`config.mk`:
```
export PLATFORM = sky130hd
export DESIGN_NAME = mmio_uart
export DESIGN_NICKNAME = d
export VERILOG_FILES = /design/src/rtl/sio_pkg.sv /design/src/rtl/sio_sync.sv /design/src/rtl/sio_tx.sv /design/src/rtl/sio_rx.sv /design/src/rtl/mmio_uart.sv
export SDC_FILE = /design/constraint.sdc
export NUM_CORES = 1
export LEC_CHECK = 0
export ABC_AREA = 1
export BUFFER_PORTS_ARGS = -buffer_cell sky130_fd_sc_hd__buf_4
export CAP_MARGIN = 30
export CORE_MARGIN = 2
export CORE_UTILIZATION = 30
export DETAILED_ROUTE_END_ITERATION = 7
export GPL_TIMING_DRIVEN = 0
export SYNTH_ARGS = -nofsm -noshare
export SYNTH_HDL_FRONTEND = slang
export SYNTH_SLANG_ARGS = --single-unit
```
`constraint.sdc`:
```
create_clock -name clk -period 3.24 [get_ports clk]
set_clock_uncertainty 0.05 [all_clocks]
set_input_delay 0.162 -clock clk [delete_from_list [all_inputs] [get_ports clk]]
set_output_delay 0.162 -clock clk [all_outputs]
set_load 0.01 [all_outputs]
```
`src/rtl/sio_pkg.sv`:
```
package sio_pkg;
    localparam int ST_W = 13;

    localparam logic [2:0] RG_RXD  = 3'd0;
    localparam logic [2:0] RG_TXD  = 3'd1;
    localparam logic [2:0] RG_STAT = 3'd2;
    localparam logic [2:0] RG_CTRL = 3'd3;
    localparam logic [2:0] RG_DIV  = 3'd4;
    localparam logic [2:0] RG_EOP  = 3'd5;

    localparam int SB_PE   = 0;
    localparam int SB_FE   = 1;
    localparam int SB_BRK  = 2;
    localparam int SB_ROE  = 3;
    localparam int SB_TOE  = 4;
    localparam int SB_TMT  = 5;
    localparam int SB_TRDY = 6;
    localparam int SB_RRDY = 7;
    localparam int SB_EXC  = 8;
    localparam int CB_TXBRK = 9;
    localparam int SB_DCTS = 10;
    localparam int SB_CTS  = 11;
    localparam int CB_RTS  = 11;
    localparam int SB_EOP  = 12;

    // control positions that act as interrupt enables: 0..8, 10, 12
    localparam logic [ST_W-1:0] IRQ_EN_MASK = 13'h15FF;

    typedef struct packed {
        logic [7:0] data;
        logic       stop_low;
        logic       all_zero;
    } rx_frame_t;

    typedef enum logic [2:0] {
        RX_IDLE, RX_START, RX_DATA, RX_STOP, RX_WAITHI
    } rx_state_e;

    function automatic logic [ST_W-1:0] irq_terms(input logic [ST_W-1:0] st,
                                                  input logic [ST_W-1:0] ctl);
        return st & ctl & IRQ_EN_MASK;
    endfunction
endpackage

```
`src/rtl/sio_sync.sv`:
```
module sio_sync #(
    parameter int W = 1,
    parameter logic [W-1:0] RST_VAL = '0
) (
    input  logic         clk,
    input  logic         rst,
    input  logic [W-1:0] d,
    output logic [W-1:0] q
);
    logic [W-1:0] stage1;

    always_ff @(posedge clk) begin
        if (rst) begin
            stage1 <= RST_VAL;
            q      <= RST_VAL;
        end else begin
            stage1 <= d;
            q      <= stage1;
        end
    end
endmodule

```
`src/rtl/sio_tx.sv`:
```
module sio_tx #(
    parameter int DIV_W = 16
) (
    input  logic             clk,
    input  logic             rst,
    input  logic [DIV_W-1:0] div,
    input  logic             load,
    input  logic [7:0]       load_data,
    input  logic             force_brk,
    output logic             trdy,
    output logic             tmt,
    output logic             line
);
    localparam int FRAME_BITS = 10;
    localparam int BN_W = $clog2(FRAME_BITS);

    logic                  hold_v;
    logic [7:0]            hold_d;
    logic                  busy;
    logic [FRAME_BITS-1:0] sh;
    logic [BN_W-1:0]       bitn;
    logic [DIV_W-1:0]      cnt;

    always_ff @(posedge clk) begin
        if (rst) begin
            hold_v <= 1'b0;
            hold_d <= '0;
            busy   <= 1'b0;
            sh     <= '1;
            bitn   <= '0;
            cnt    <= '0;
        end else begin
            if (busy) begin
                if (cnt == div - 1'b1) begin
                    cnt <= '0;
                    sh  <= {1'b1, sh[FRAME_BITS-1:1]};
                    if (bitn == BN_W'(FRAME_BITS - 1)) begin
                        busy <= 1'b0;
                        bitn <= '0;
                    end else begin
                        bitn <= bitn + 1'b1;
                    end
                end else begin
                    cnt <= cnt + 1'b1;
                end
            end else if (hold_v) begin
                busy   <= 1'b1;
                sh     <= {1'b1, hold_d, 1'b0};
                hold_v <= 1'b0;
                cnt    <= '0;
                bitn   <= '0;
            end
            if (load) begin
                hold_v <= 1'b1;
                hold_d <= load_data;
            end
        end
    end

    assign trdy = !hold_v;
    assign tmt  = !hold_v && !busy;
    assign line = force_brk ? 1'b0 : (busy ? sh[0] : 1'b1);

    AST_TX_START_LOW: assert property (@(posedge clk) disable iff (rst)
        ($rose(busy) && !force_brk) |-> !line);
endmodule

```
`src/rtl/sio_rx.sv`:
```
module sio_rx
    import sio_pkg::*;
#(
    parameter int DIV_W = 16
) (
    input  logic             clk,
    input  logic             rst,
    input  logic [DIV_W-1:0] div,
    input  logic             line,
    output logic             done,
    output rx_frame_t        frame
);
    rx_state_e        state;
    logic [DIV_W-1:0] cnt;
    logic [2:0]       idx;
    logic [7:0]       sh;

    always_ff @(posedge clk) begin
        if (rst) begin
            state <= RX_IDLE;
            cnt   <= '0;
            idx   <= '0;
            sh    <= '0;
            done  <= 1'b0;
            frame <= '0;
        end else begin
            done <= 1'b0;
            case (state)
                RX_IDLE: begin
                    cnt <= '0;
                    if (!line) state <= RX_START;
                end
                RX_START: begin
                    if (cnt == (div >> 1)) begin
                        cnt   <= '0;
                        idx   <= '0;
                        state <= line ? RX_IDLE : RX_DATA;
                    end else begin
                        cnt <= cnt + 1'b1;
                    end
                end
                RX_DATA: begin
                    if (cnt == div - 1'b1) begin
                        cnt <= '0;
                        sh  <= {line, sh[7:1]};
                        idx <= idx + 1'b1;
                        if (idx == 3'd7) state <= RX_STOP;
                    end else begin
                        cnt <= cnt + 1'b1;
                    end
                end
                RX_STOP: begin
                    if (cnt == div - 1'b1) begin
                        cnt            <= '0;
                        done           <= 1'b1;
                        frame.data     <= sh;
                        frame.stop_low <= !line;
                        frame.all_zero <= !line && (sh == 8'h00);
                        state          <= line ? RX_IDLE : RX_WAITHI;
                    end else begin
                        cnt <= cnt + 1'b1;
                    end
                end
                default: begin
                    if (line) state <= RX_IDLE;
                end
            endcase
        end
    end

    AST_RX_DONE_PULSE: assert property (@(posedge clk) disable iff (rst)
        done |=> !done);
endmodule

```
`src/rtl/mmio_uart.sv`:
```
module mmio_uart
    import sio_pkg::*;
#(
    parameter int DIV_W     = 16,
    parameter int DIV_RESET = 16,
    parameter int EOP_W     = 8
) (
    input  logic        clk,
    input  logic        rst,
    input  logic [4:0]  bus_addr,
    input  logic        bus_wr,
    input  logic        bus_rd,
    input  logic [31:0] bus_wdata,
    output logic [31:0] bus_rdata,
    output logic        irq,
    input  logic        ser_rx,
    output logic        ser_tx,
    input  logic        cts_in,
    output logic        rts_out
);
    logic [2:0]       word;
    logic [ST_W-1:0]  ctrl_q;
    logic [DIV_W-1:0] div_q;
    logic [EOP_W-1:0] eop_q;
    logic [7:0]       rx_data_q;
    logic fe_q, brk_q, roe_q, toe_q, rrdy_q, dcts_q, cts_prev;
    logic rx_s, cts_s;
    logic trdy, tmt, rx_done;
    rx_frame_t rx_frame;
    logic [ST_W-1:0] status;
    logic wr_txd, wr_stat, rd_rxd;
    logic unused_bits;

    assign word        = bus_addr[4:2];
    assign wr_txd      = bus_wr && (word == RG_TXD);
    assign wr_stat     = bus_wr && (word == RG_STAT);
    assign rd_rxd      = bus_rd && (word == RG_RXD);
    assign unused_bits = ^{bus_addr[1:0], bus_wdata};

    sio_sync #(.W(2), .RST_VAL(2'b10)) u_sync (
        .clk(clk), .rst(rst), .d({ser_rx, cts_in}), .q({rx_s, cts_s})
    );

    sio_tx #(.DIV_W(DIV_W)) u_tx (
        .clk(clk), .rst(rst), .div(div_q),
        .load(wr_txd && trdy), .load_data(bus_wdata[7:0]),
        .force_brk(ctrl_q[CB_TXBRK]),
        .trdy(trdy), .tmt(tmt), .line(ser_tx)
    );

    sio_rx #(.DIV_W(DIV_W)) u_rx (
        .clk(clk), .rst(rst), .div(div_q), .line(rx_s),
        .done(rx_done), .frame(rx_frame)
    );

    always_ff @(posedge clk) begin
        if (rst) begin
            ctrl_q    <= '0;
            div_q     <= DIV_W'(DIV_RESET);
            eop_q     <= '0;
            rx_data_q <= '0;
            fe_q      <= 1'b0;
            brk_q     <= 1'b0;
            roe_q     <= 1'b0;
            toe_q     <= 1'b0;
            rrdy_q    <= 1'b0;
            dcts_q    <= 1'b0;
            cts_prev  <= 1'b0;
        end else begin
            cts_prev <= cts_s;
            if (bus_wr && word == RG_CTRL) ctrl_q <= bus_wdata[ST_W-1:0];
            if (bus_wr && word == RG_DIV)  div_q  <= bus_wdata[DIV_W-1:0];
            if (bus_wr && word == RG_EOP)  eop_q  <= bus_wdata[EOP_W-1:0];
            if (wr_stat) begin
                fe_q   <= 1'b0;
                brk_q  <= 1'b0;
                roe_q  <= 1'b0;
                toe_q  <= 1'b0;
                dcts_q <= 1'b0;
            end
            if (rd_rxd) rrdy_q <= 1'b0;
            if (wr_txd && !trdy) toe_q <= 1'b1;
            if (cts_s != cts_prev) dcts_q <= 1'b1;
            if (rx_done) begin
                rx_data_q <= rx_frame.data;
                rrdy_q    <= 1'b1;
                if (rrdy_q && !rd_rxd) roe_q <= 1'b1;
                if (rx_frame.stop_low) fe_q  <= 1'b1;
                if (rx_frame.all_zero) brk_q <= 1'b1;
            end
        end
    end

    always_comb begin
        status           = '0;
        status[SB_PE]    = 1'b0;
        status[SB_FE]    = fe_q;
        status[SB_BRK]   = brk_q;
        status[SB_ROE]   = roe_q;
        status[SB_TOE]   = toe_q;
        status[SB_TMT]   = tmt;
        status[SB_TRDY]  = trdy;
        status[SB_RRDY]  = rrdy_q;
        status[SB_EXC]   = fe_q | brk_q | roe_q | toe_q;
        status[SB_DCTS]  = dcts_q;
        status[SB_CTS]   = cts_s;
        status[SB_EOP]   = 1'b0;
    end

    always_comb begin
        bus_rdata = '0;
        case (word)
            RG_RXD:  bus_rdata[7:0]       = rx_data_q;
            RG_STAT: bus_rdata[ST_W-1:0]  = status;
            RG_CTRL: bus_rdata[ST_W-1:0]  = ctrl_q;
            RG_DIV:  bus_rdata[DIV_W-1:0] = div_q;
            RG_EOP:  bus_rdata[EOP_W-1:0] = eop_q;
            default: bus_rdata = '0;
        endcase
    end

    assign irq     = |irq_terms(status, ctrl_q);
    assign rts_out = ctrl_q[CB_RTS];

    AST_RRDY_ON_DONE: assert property (@(posedge clk) disable iff (rst)
        rx_done |=> rrdy_q);
    AST_RX_OVERRUN: assert property (@(posedge clk) disable iff (rst)
        (rx_done && rrdy_q && !rd_rxd) |=> roe_q);
    AST_TX_OVERRUN: assert property (@(posedge clk) disable iff (rst)
        (wr_txd && !trdy) |=> toe_q);
    AST_IDLE_IMPLIES_READY: assert property (@(posedge clk) disable iff (rst)
        tmt |-> trdy);
    AST_BREAK_HOLDS_LOW: assert property (@(posedge clk) disable iff (rst)
        ctrl_q[CB_TXBRK] |-> !ser_tx);
    AST_IRQ_QUIET: assert property (@(posedge clk) disable iff (rst)
        ((ctrl_q & IRQ_EN_MASK) == '0) |-> !irq);
endmodule

```
Yosys cells after proc, flatten, opt, wreduce, memory -nomap -nowiden

Index checks and enable logic that the tools add are counted.

Output and inout bits: 35
Register bits: 137
Word-level logic and storage cells: 142

Reduce and logical (&&, ||, !) cells: 33
Eq/ne operators: 21
Muxes and demuxes: 51
Add/subtract/negate cells: 5
Bitwise operators: 5

Operators by type and width:

| kind                  | count |
|---|---|
| $mux 16               | 5 |
| $pmux 16 s3           | 1 |
| $pmux 8 s5            | 1 |
| $add 16x1->16 const B | 2 |
| $eq 16x16->1          | 2 |
| $mux 10               | 3 |
| $mux 3                | 10 |
| $mux 1                | 23 |
| $eq 16x15->1          | 1 |
| $mux 4                | 4 |
| $sub 16x1->16 const B | 1 |
| $pmux 5 s3            | 1 |
| $and 12x13->13        | 1 |
| $eq 3x2->1 const B    | 4 |
| $pmux 3 s4            | 1 |
| $logic_and 1x1->1     | 11 |
| $reduce_or 11->1      | 1 |
| $ne 2x1->1 const B    | 5 |
| $reduce_bool 2->1     | 5 |
| $eq 3x3->1 const B    | 3 |
| $logic_not 8->1       | 1 |
| $eq 3x1->1 const B    | 2 |
| $logic_not 3->1       | 2 |
| $pmux 3 s2            | 1 |
| 15 further kinds      | 24 |

Logic depth before layout (Yosys ltp)

Gate-level depths: netlist of run 1.

Depth after elaboration: 6
Gate-level depth with buffers: 19
Mapped depth without buffers: 18

By module

From an unflattened synthesis of run 1, not the netlist that was laid out.

Cells, all modules: 1458
Area, all modules: 8794.7 um^2

Modules (own cells, without submodules):

| module    | area each (um^2) | times used | cells each |
|---|---|---|---|
| sio_rx    | 3256.9           | 1          | 560 |
| mmio_uart | 2720.1           | 1          | 437 |
| sio_tx    | 2703.8           | 1          | 448 |
| sio_sync  | 113.9            | 1          | 13 |

Worst setup path before layout of run 1

No wires, ideal clock.

Path kind: register to register
From: register div_q[0]
To: register u_rx.cnt[3]
Data arrival time: 2.109 ns
Library setup time: 0.109 ns
Clock period less this slack: 2.268 ns
Slack: 0.972 ns
Buffers on the path: 1
Required time: 3.081 ns
Cell stages (with the launch flop): 20
Cells stage by stage: dfxtp_1 > inv_2 > ha_1 > xnor2_1 > inv_1 > nand2_1 > nand2_1 > nor2_1 > nand2_1 > inv_1 > nand3_1 > nor2_4 > nand2_8 > nand2_4 > nand2_4 > inv_2 > buf_6 > o21ai_2 > nand2_1 > inv_1

Longest elaborated chain between the ends: 4

RTL lines:

| element                | RTL line                   | text |
|---|---|---|
| from (decl)            | mmio_uart.sv:23            | `logic [DIV_W-1:0] div_q;` |
| from (signal assigned) | mmio_uart.sv:59            | `div_q <= DIV_W'(DIV_RESET);` |
| from (signal assigned) | mmio_uart.sv:72            | `if (bus_wr && word == RG_DIV) div_q <= bus_wdata[DIV_W-1:0];` |
| $sub 16x1->16          | sio_rx.sv:43, sio_rx.sv:53 |  |
| $eq 16x16->1           | sio_rx.sv:43, sio_rx.sv:53 |  |
| $mux 16                | sio_rx.sv:43, sio_rx.sv:53 |  |
| $pmux 16 s3            | sio_rx.sv:28               | `case (state)` |
| to (signal assigned)   | sio_rx.sv:39               | `cnt <= cnt + 1'b1;` |
| to (signal assigned)   | sio_rx.sv:49               | `cnt <= cnt + 1'b1;` |
| to (signal assigned)   | sio_rx.sv:61               | `cnt <= cnt + 1'b1;` |
| to (decl)              | sio_rx.sv:14               | `logic [DIV_W-1:0] cnt;` |

Every way passes these cells.
A chain may end at the register's enable or synchronous reset.

Final worst setup path of run 1

From: register u_tx.hold_v
To: output port bus_rdata[5]

Longest elaborated chain between the ends: 3

RTL lines:

| element                | RTL line         | text |
|---|---|---|
| from (decl)            | sio_tx.sv:17     | `logic hold_v;` |
| from (signal assigned) | sio_tx.sv:26     | `hold_v <= 1'b0;` |
| from (signal assigned) | sio_tx.sv:49     | `hold_v <= 1'b0;` |
| from (signal assigned) | sio_tx.sv:54     | `hold_v <= 1'b1;` |
| $logic_not 1->1        | sio_tx.sv:61     | `assign tmt = !hold_v && !busy;` |
| $logic_and 1x1->1      | sio_tx.sv:61     |  |
| $pmux 8 s5             | mmio_uart.sv:112 | `case (word)` |
| to (decl)              | mmio_uart.sv:14  | `output logic [31:0] bus_rdata,` |

Every way passes these cells.

==> results.yml, run 1 <==
outcome:
  outcome: "completed"
synth:
  yosys_warnings: 0
  synth_top_area_cell: "dfxtp_1"
  ys_ff_latch: 136
  ys_seq_area_share_pct: 35.9
  netlist_top_cells_count: "246 x nand2_1, 136 x dfxtp_1, 133 x inv_1, 99 x a21oi_1, 92 x nand3_1"
  yosysMostFrequentCell: "nand2_1"
  avgSynthCellArea_um2: 6.87
  ys_types: 51
  ys.flop_type: "dfxtp_1"
  synth-edff-count: 0
  synth_top_area_share_pct: 35.9
  netlist_top_cells_area: "dfxtp_1 36%, nand2_1 12%, inv_1 6.6%"
  synth_area_um2: 7570
  synthCells: 1102
  async_flop_share_pct: 0
floorplan:
  rows: 58
  die_x_um: 163
  die_area_um2: 26500
  io_pins: 78
  die_h_um: 163
  start_util_pct: 30.3
  core_area_um2: 25000
placement:
  dp_slack_ps: 559
  portBuffers: 42
  dp_hpwl_mm: 17.1
  gp_congestion: 0.881
critical_path:
  cp_slowest_cell: "nor2_1"
  startpoint_type: "flip-flop"
  path_class: "reg2out"
  cp-end-kind: "output pin"
  cp_data_required_time_ps: 3030
  arrival_ps: 2510
  cp_cell_sequence: "nor2_1, inv_1, clkbuf_1, o21ai_0, buf_4"
  cp_max_fo: 10
  max_stage_delay_ps: 600
sta:
  fmaxAchievable_mhz: 367
  relSlewSlack_pct: 36.6
  rsz0062_at_grt: "false"
  setup_tns_ps: 0
  setup_ws_ps: 518
  setup_viol: 0
  fin_crit_sh_pct: 84.0
  period_minus_slack_ps: 2720
  slew_violations: 0
  hold_violations: 0
  worstMarginPinSlew_ps: 944
cells_and_area:
  area_growth_pct: 20.3
  fin_nets: 1243
  num_antenna_cells: 0
  drive_above_1_share_pct: 13.6
clock_network:
  worst_skew_pair.late_latency_ps: 440
  clock-sinks: 136
  cts_made_buffers: 17
  cts_tree: "built"
  ctsLongestPathBuffers: 2
  cts_resized: 0
  cts-root-buf: "clkbuf_16"
  path_clk_slew_ps: 60
  postCtsSetupBuffers: 0
  cts_max_level: 4
hold_path:
  hp-class: "in2reg"
power:
  p_leak_nw: 3.77
  power_density_nw_per_um2: 512
  ir_drop_v: 0.000364
global_route:
  grt_pass1_vias: 6657
  gr-total-overflow: 0
  grt_antenna_before_repair: 0
  grt_pass1_wl_mm: 35.8
  grt_start_max_net_pins: 17
  grt_usage_pct: 17.3
routing:
  dr.pass1.iters: 5
  drt-total-wl_mm: 22.3
  ant_nets: 0
  drc_errors: 0
  drt_iter0_markers: 438
  wl_per_cell_um: 14.5
  vias: 7348
  post_drt_via_cell_ratio: 4.78
flow_run:
  max_cap_violations: 0
==> power by group <==
group	internal, mW	total [mW]	leakage, nW	switching [mW]
Sequential	1.74	1.79	1.10	0.0531
Combinational	0.302	0.860	2.38	0.558
Clock	1.18	2.01	0.289	0.834
==> worst max-delay path, delay by kind of cell (launching register included) <==
kind,cells,cell delay [ps]
AOI/OAI and AO/OA,1,330
and+or+nand+nor,1,600
DFF,1,390
buffers and inverters,3,750
==> registers in the layout, indices dropped and copies added, names as in the netlist, 9 cells and up <==
| register | cells |
|---|---|
| u_tx.cnt | 16 |
| ctrl_q | 13 |
| u_tx.sh | 9 |
| div_q | 16 |
| u_rx.cnt | 16 |
| u_rx.frame | 10 |
==> cell usage in the layout, fill, tap and decap left out, types with 7 or more instances in the layout <==
master,count
a21oi_1,99
buf_4,58
clkbuf_1,35
clkbuf_16,17
conb_1,16
dfxtp_1,136
dlygate4sd3_1,15
ha_1,7
inv_1,133
nand2_1,246
nand2_2,10
nand3_1,92
nand4_1,24
nor2_1,68
nor2_2,9
nor3_1,7
nor4_1,7
o21ai_0,78
o21ai_2,12
xnor2_1,11
xor2_1,30
==> metrics by stage <==
stage               hold slack, ps  utilization [%]  cells  cell area (µm²)  power (mW)
floorplan                      216                -   1117             7630        2.45
CTS                           1.34             36.5   1536             9110        4.70
global route                  7.28             36.5   1536             9110        4.89
detailed placement             319             33.5   1489             8360        2.67
finish                        9.51             36.5   1536             9110        4.66
global placement               317             33.5   1489             8360        2.66
==> worst paths after layout <==
| check | cells after the start | start | slack [ps] | end |
|---|---|---|---|---|
| worst min-delay path | 3 | bus_wdata[0] | 10 | ctrl_q[0] |
| worst min register to register | 2 | u_sync.stage1[0] | 350 | u_sync.q[0] |
| worst max-delay path | 5 | u_tx.hold_v | 520 | bus_rdata[5] |
| worst max register to register | 14 | div_q[1] | 530 | u_tx.sh[5] |
==> layer usage <==
| metal | wire (µm) | up-vias | global-route usage, % |
|---|---|---|---|
| li1 | - | 3764 | - |
| met4 | 552 | 0 | 6.07 |
| met5 | 0 | - | 0 |
| met2 | 10200 | 194 | 28.0 |
| met3 | 1110 | 46 | 3.11 |
| met1 | 10400 | 3344 | 22.9 |
==> cell type report <==
cell class                 instances  area [µm²]
buffer                            63         342
clock buffer                      19         443
clock inverter                    13         159
fill                            2688       15900
inverter                         142         536
multi-input combinational        776        4030
sequential                       136        2720
tap                              330         413
timing repair buffer              57         465
==> kinds of logic (layout without fill, tap and decap cells) <==
family          count (synthesis)  after routing  synth area share (%)
compound gates                225            225                  17.0
xor+xnor                       41             41                  4.74
fa+ha+maj                       7              7                  1.16
other cells                     1             16                0.0495
simple gates                  487            487                  29.5
flops                         136            136                  35.9
buf+inv                       205            294                  11.6
==> what timing repair did <==
action	CTS	global route
hold buffers	15	0
hold endpoints to repair	21	0
setup endpoints to repair	0	0
(Power assumes the default switching activity.)
==> inputs of run 2 (changes only) <==
--- a/config.mk
+++ b/config.mk
@@ -5,7 +5,7 @@
 export SDC_FILE = /design/constraint.sdc
 export NUM_CORES = 1
 export LEC_CHECK = 0
-export ABC_AREA = 1
+export ABC_AREA = 0
 export BUFFER_PORTS_ARGS = -buffer_cell sky130_fd_sc_hd__buf_4
 export CAP_MARGIN = 30
 export CORE_MARGIN = 2
==> constraint.sdc (replaced) <==
create_clock -name clk -period 2.4 [get_ports clk]
set_clock_uncertainty 0.05 [all_clocks]
set_input_delay 0.12 -clock clk [delete_from_list [all_inputs] [get_ports clk]]
set_output_delay 0.12 -clock clk [all_outputs]
set_load 0.01 [all_outputs]
==> run 2 against run 1 <==
  * The flow now finishes with violations (setup timing)
  * Total power increased by 26%
  * Non-clock buffer count increased by 99
  * Synthesized cell count down 11%
  * Worst setup slack lost 1400 ps
  * First-iteration DRC count grew 42%
  * Sequential power rose by 29%
  * Synthesized area grew 1.1%
  * Final cell count is 3.2% lower
  * Routed wire length increased by 18%
  * Clock power is 44% higher
  * Sequential share of layout area down 4.7 points
  * Sequential cell count stayed put
  * Critical path type is now reg2reg
  * Highest routed layer unchanged
==> results.yml, run 2 <==
outcome:
  outcome: "finished with violations"
  violations: "setup timing"
clock_network:
  ctsLongestPathBuffers: 2
  cts_made_buffers: 17
  worst_skew_pair.late_latency_ps: 440
  path_clk_slew_ps: 60
  clock-sinks: 136
  cts_max_level: 4
  cts-root-buf: "clkbuf_16"
  cts_tree: "built"
hold_path:
  hp-class: "in2reg"
  hp-start: "bus_rd"
synth:
  synth_area_um2: 7660
  synth_top_area_cell: "dfxtp_1"
  ys.flop_type: "dfxtp_1"
  netlist_top_cells_area: "dfxtp_1 36%, nand2_1 8.0%, a21oi_1 4.4%"
  netlist_top_cells_count: "163 x nand2_1, 136 x dfxtp_1, 68 x a21oi_1, 68 x nor2_1, 56 x clkbuf_1"
  synth-edff-count: 0
  yosysMostFrequentCell: "nand2_1"
  synthCells: 985
  avgSynthCellArea_um2: 7.78
  ys_seq_area_share_pct: 35.5
  yosys_warnings: 0
  synth_top_area_share_pct: 35.5
  ys_types: 74
  ys_ff_latch: 136
  async_flop_share_pct: 0
power:
  ir_drop_v: 0.000484
  power_density_nw_per_um2: 538
  finalPower_mw: 5.86
  p_leak_nw: 4.18
sta:
  relSlewSlack_pct: 30.8
  setup_ws_ps: -917
  rsz0062_at_grt: "true"
  fmaxAchievable_mhz: 301
  fin_crit_sh_pct: 138
  hold_ws_ps: 36.7
  period_minus_slack_ps: 3320
  worstMarginPinSlew_ps: 1030
  slew_violations: 0
  setup_viol: 71
  hold_violations: 0
critical_path:
  cp_cell_sequence: "inv_4, ha_4, or4b_4, nor4_4, xnor2_2, o21ai_2, or4b_4, or4_4, buf_4, nor3_2, a21o_1"
  startpoint_type: "flip-flop"
  max_stage_delay_ps: 550
  crit_buf_inv: 2
  cp_max_fo: 7
  path_class: "reg2reg"
  path_common_cell: "or4b_4"
  cp_data_required_time_ps: 2730
  path_delay_family: "simple AND/OR/NAND/NOR gates"
  arrival_ps: 3650
  startpoint: "div_q[1]"
  r2r_slack_ps: -920
  reg2reg_from: "div_q[1]"
  cp_slowest_cell: "or4b_4"
  cp-end-kind: "flip-flop"
floorplan:
  die_area_um2: 26800
  rows: 58
  start_util_pct: 30.5
  die_h_um: 164
  die_x_um: 164
  io_pins: 78
  core_area_um2: 25100
cells_and_area:
  layout_common_cells: "153 x nand2_1, 130 x dfxtp_1, 105 x buf_4"
  num_antenna_cells: 0
  final_core_util_pct: 43.3
  fin_nets: 1194
  stdcell_count: 1487
  multi_input_area_um2: 5340
  area_growth_pct: 42.1
  seq_area_um2: 2740
  drive_above_1_share_pct: 28.4
  fill_cells: 2463
  top_regs: "div_q: 16 flops, u_rx.cnt: 16 flops, u_tx.cnt: 16 flops"
  final_common_cell: "nand2_1"
routing:
  drc_errors: 0
  post_drt_via_cell_ratio: 5.28
  vias: 7846
  wl_per_cell_um: 17.7
  drt-total-wl_mm: 26.3
  dr.pass1.iters: 5
  drt_iter0_markers: 620
  ant_nets: 0
placement:
  gp_congestion: 0.965
  dp_hpwl_mm: 17.8
  portBuffers: 42
  dpl.cell_count: 1372
global_route:
  grt_usage_pct: 19.5
  grt_pass1_wl_mm: 40.4
  grt_start_max_net_pins: 17
  grt_pass1_vias: 7162
  grt_antenna_before_repair: 0
  gr-total-overflow: 0
flow_run:
  max_cap_violations: 0
-- run 2: worst register-to-register path: stages (launching register included) --
cell     delay, ps
dfxtp_4        360
inv_4           60
ha_4           130
or4b_4         540
nor4_4         400
xnor2_2        200
o21ai_2         90
or4b_4         550
or4_4          520
buf_4          180
nor3_2         110
a21o_1         100
-- run 2: timing repair --
item,CTS,global route
gates cloned,6,0
setup endpoints to repair,71,71
hold buffers,18,0
setup buffers,56,21
endpoints found under the hold margin,47,0
pin swaps,43,52
gates resized for setup,127,86
-- run 2: layout make-up --
class / instances / share of cell area (%)
repair buffers: 135 / 11.1
flip-flops and latches: 136 / 25.2
multi-input cells: 749 / 49.1
plain buffers: 84 / 4.25
clock inverters: 14 / 1.84
clock buffers: 18 / 4.03
well taps: 330 / 3.79
inverters: 21 / 0.770
-- run 2: stage by stage --
step                      setup slack, ps  instance area [µm²]  TNS [ps]
final                                -917                10900    -54610
after global routing                 -992                10900    -62510
after CTS                            -894                10400    -52720
after detailed placement            -1580                 8680    -96700
after global placement              -1580                 8680    -95960
after floorplan                      -885                 7960    -40290
-- run 2: final timing paths --
path,endpoint,cells past startpoint
max,u_tx.bitn[0],11
min,rrdy_q,4
min reg2reg,u_sync.q[1],1
max reg2reg,u_tx.bitn[0],11
-- run 2: cells by family (layout without fill, tap and decap cells) --
kind of cell    count (synthesis)  after routing  share of synthesized area, %
fa+ha+maj                       7              7                          1.14
xor+xnor                       59             59                          7.42
compound gates                221            221                          18.7
flops                         136            136                          35.5
mux                            33             33                          4.33
simple gates                  413            413                          26.1
other cells                     1             16                        0.0490
buf+inv                       115            272                          6.73
-- run 2: power breakdown --
| group | internal, mW | switching (mW) |
|---|---|---|
| combinational | 0.285 | 0.357 |
| clock | 1.72 | 1.18 |
| sequential | 2.28 | 0.0312 |
-- run 2: routing by layer --
layer,vias to the layer above,track usage [%],share of wire [%]
met2,242,31.8,47
met4,0,5.94,2.2
li1,3782,-,-
met5,-,0,0
met1,3777,26.1,46
met3,45,3.51,4.9
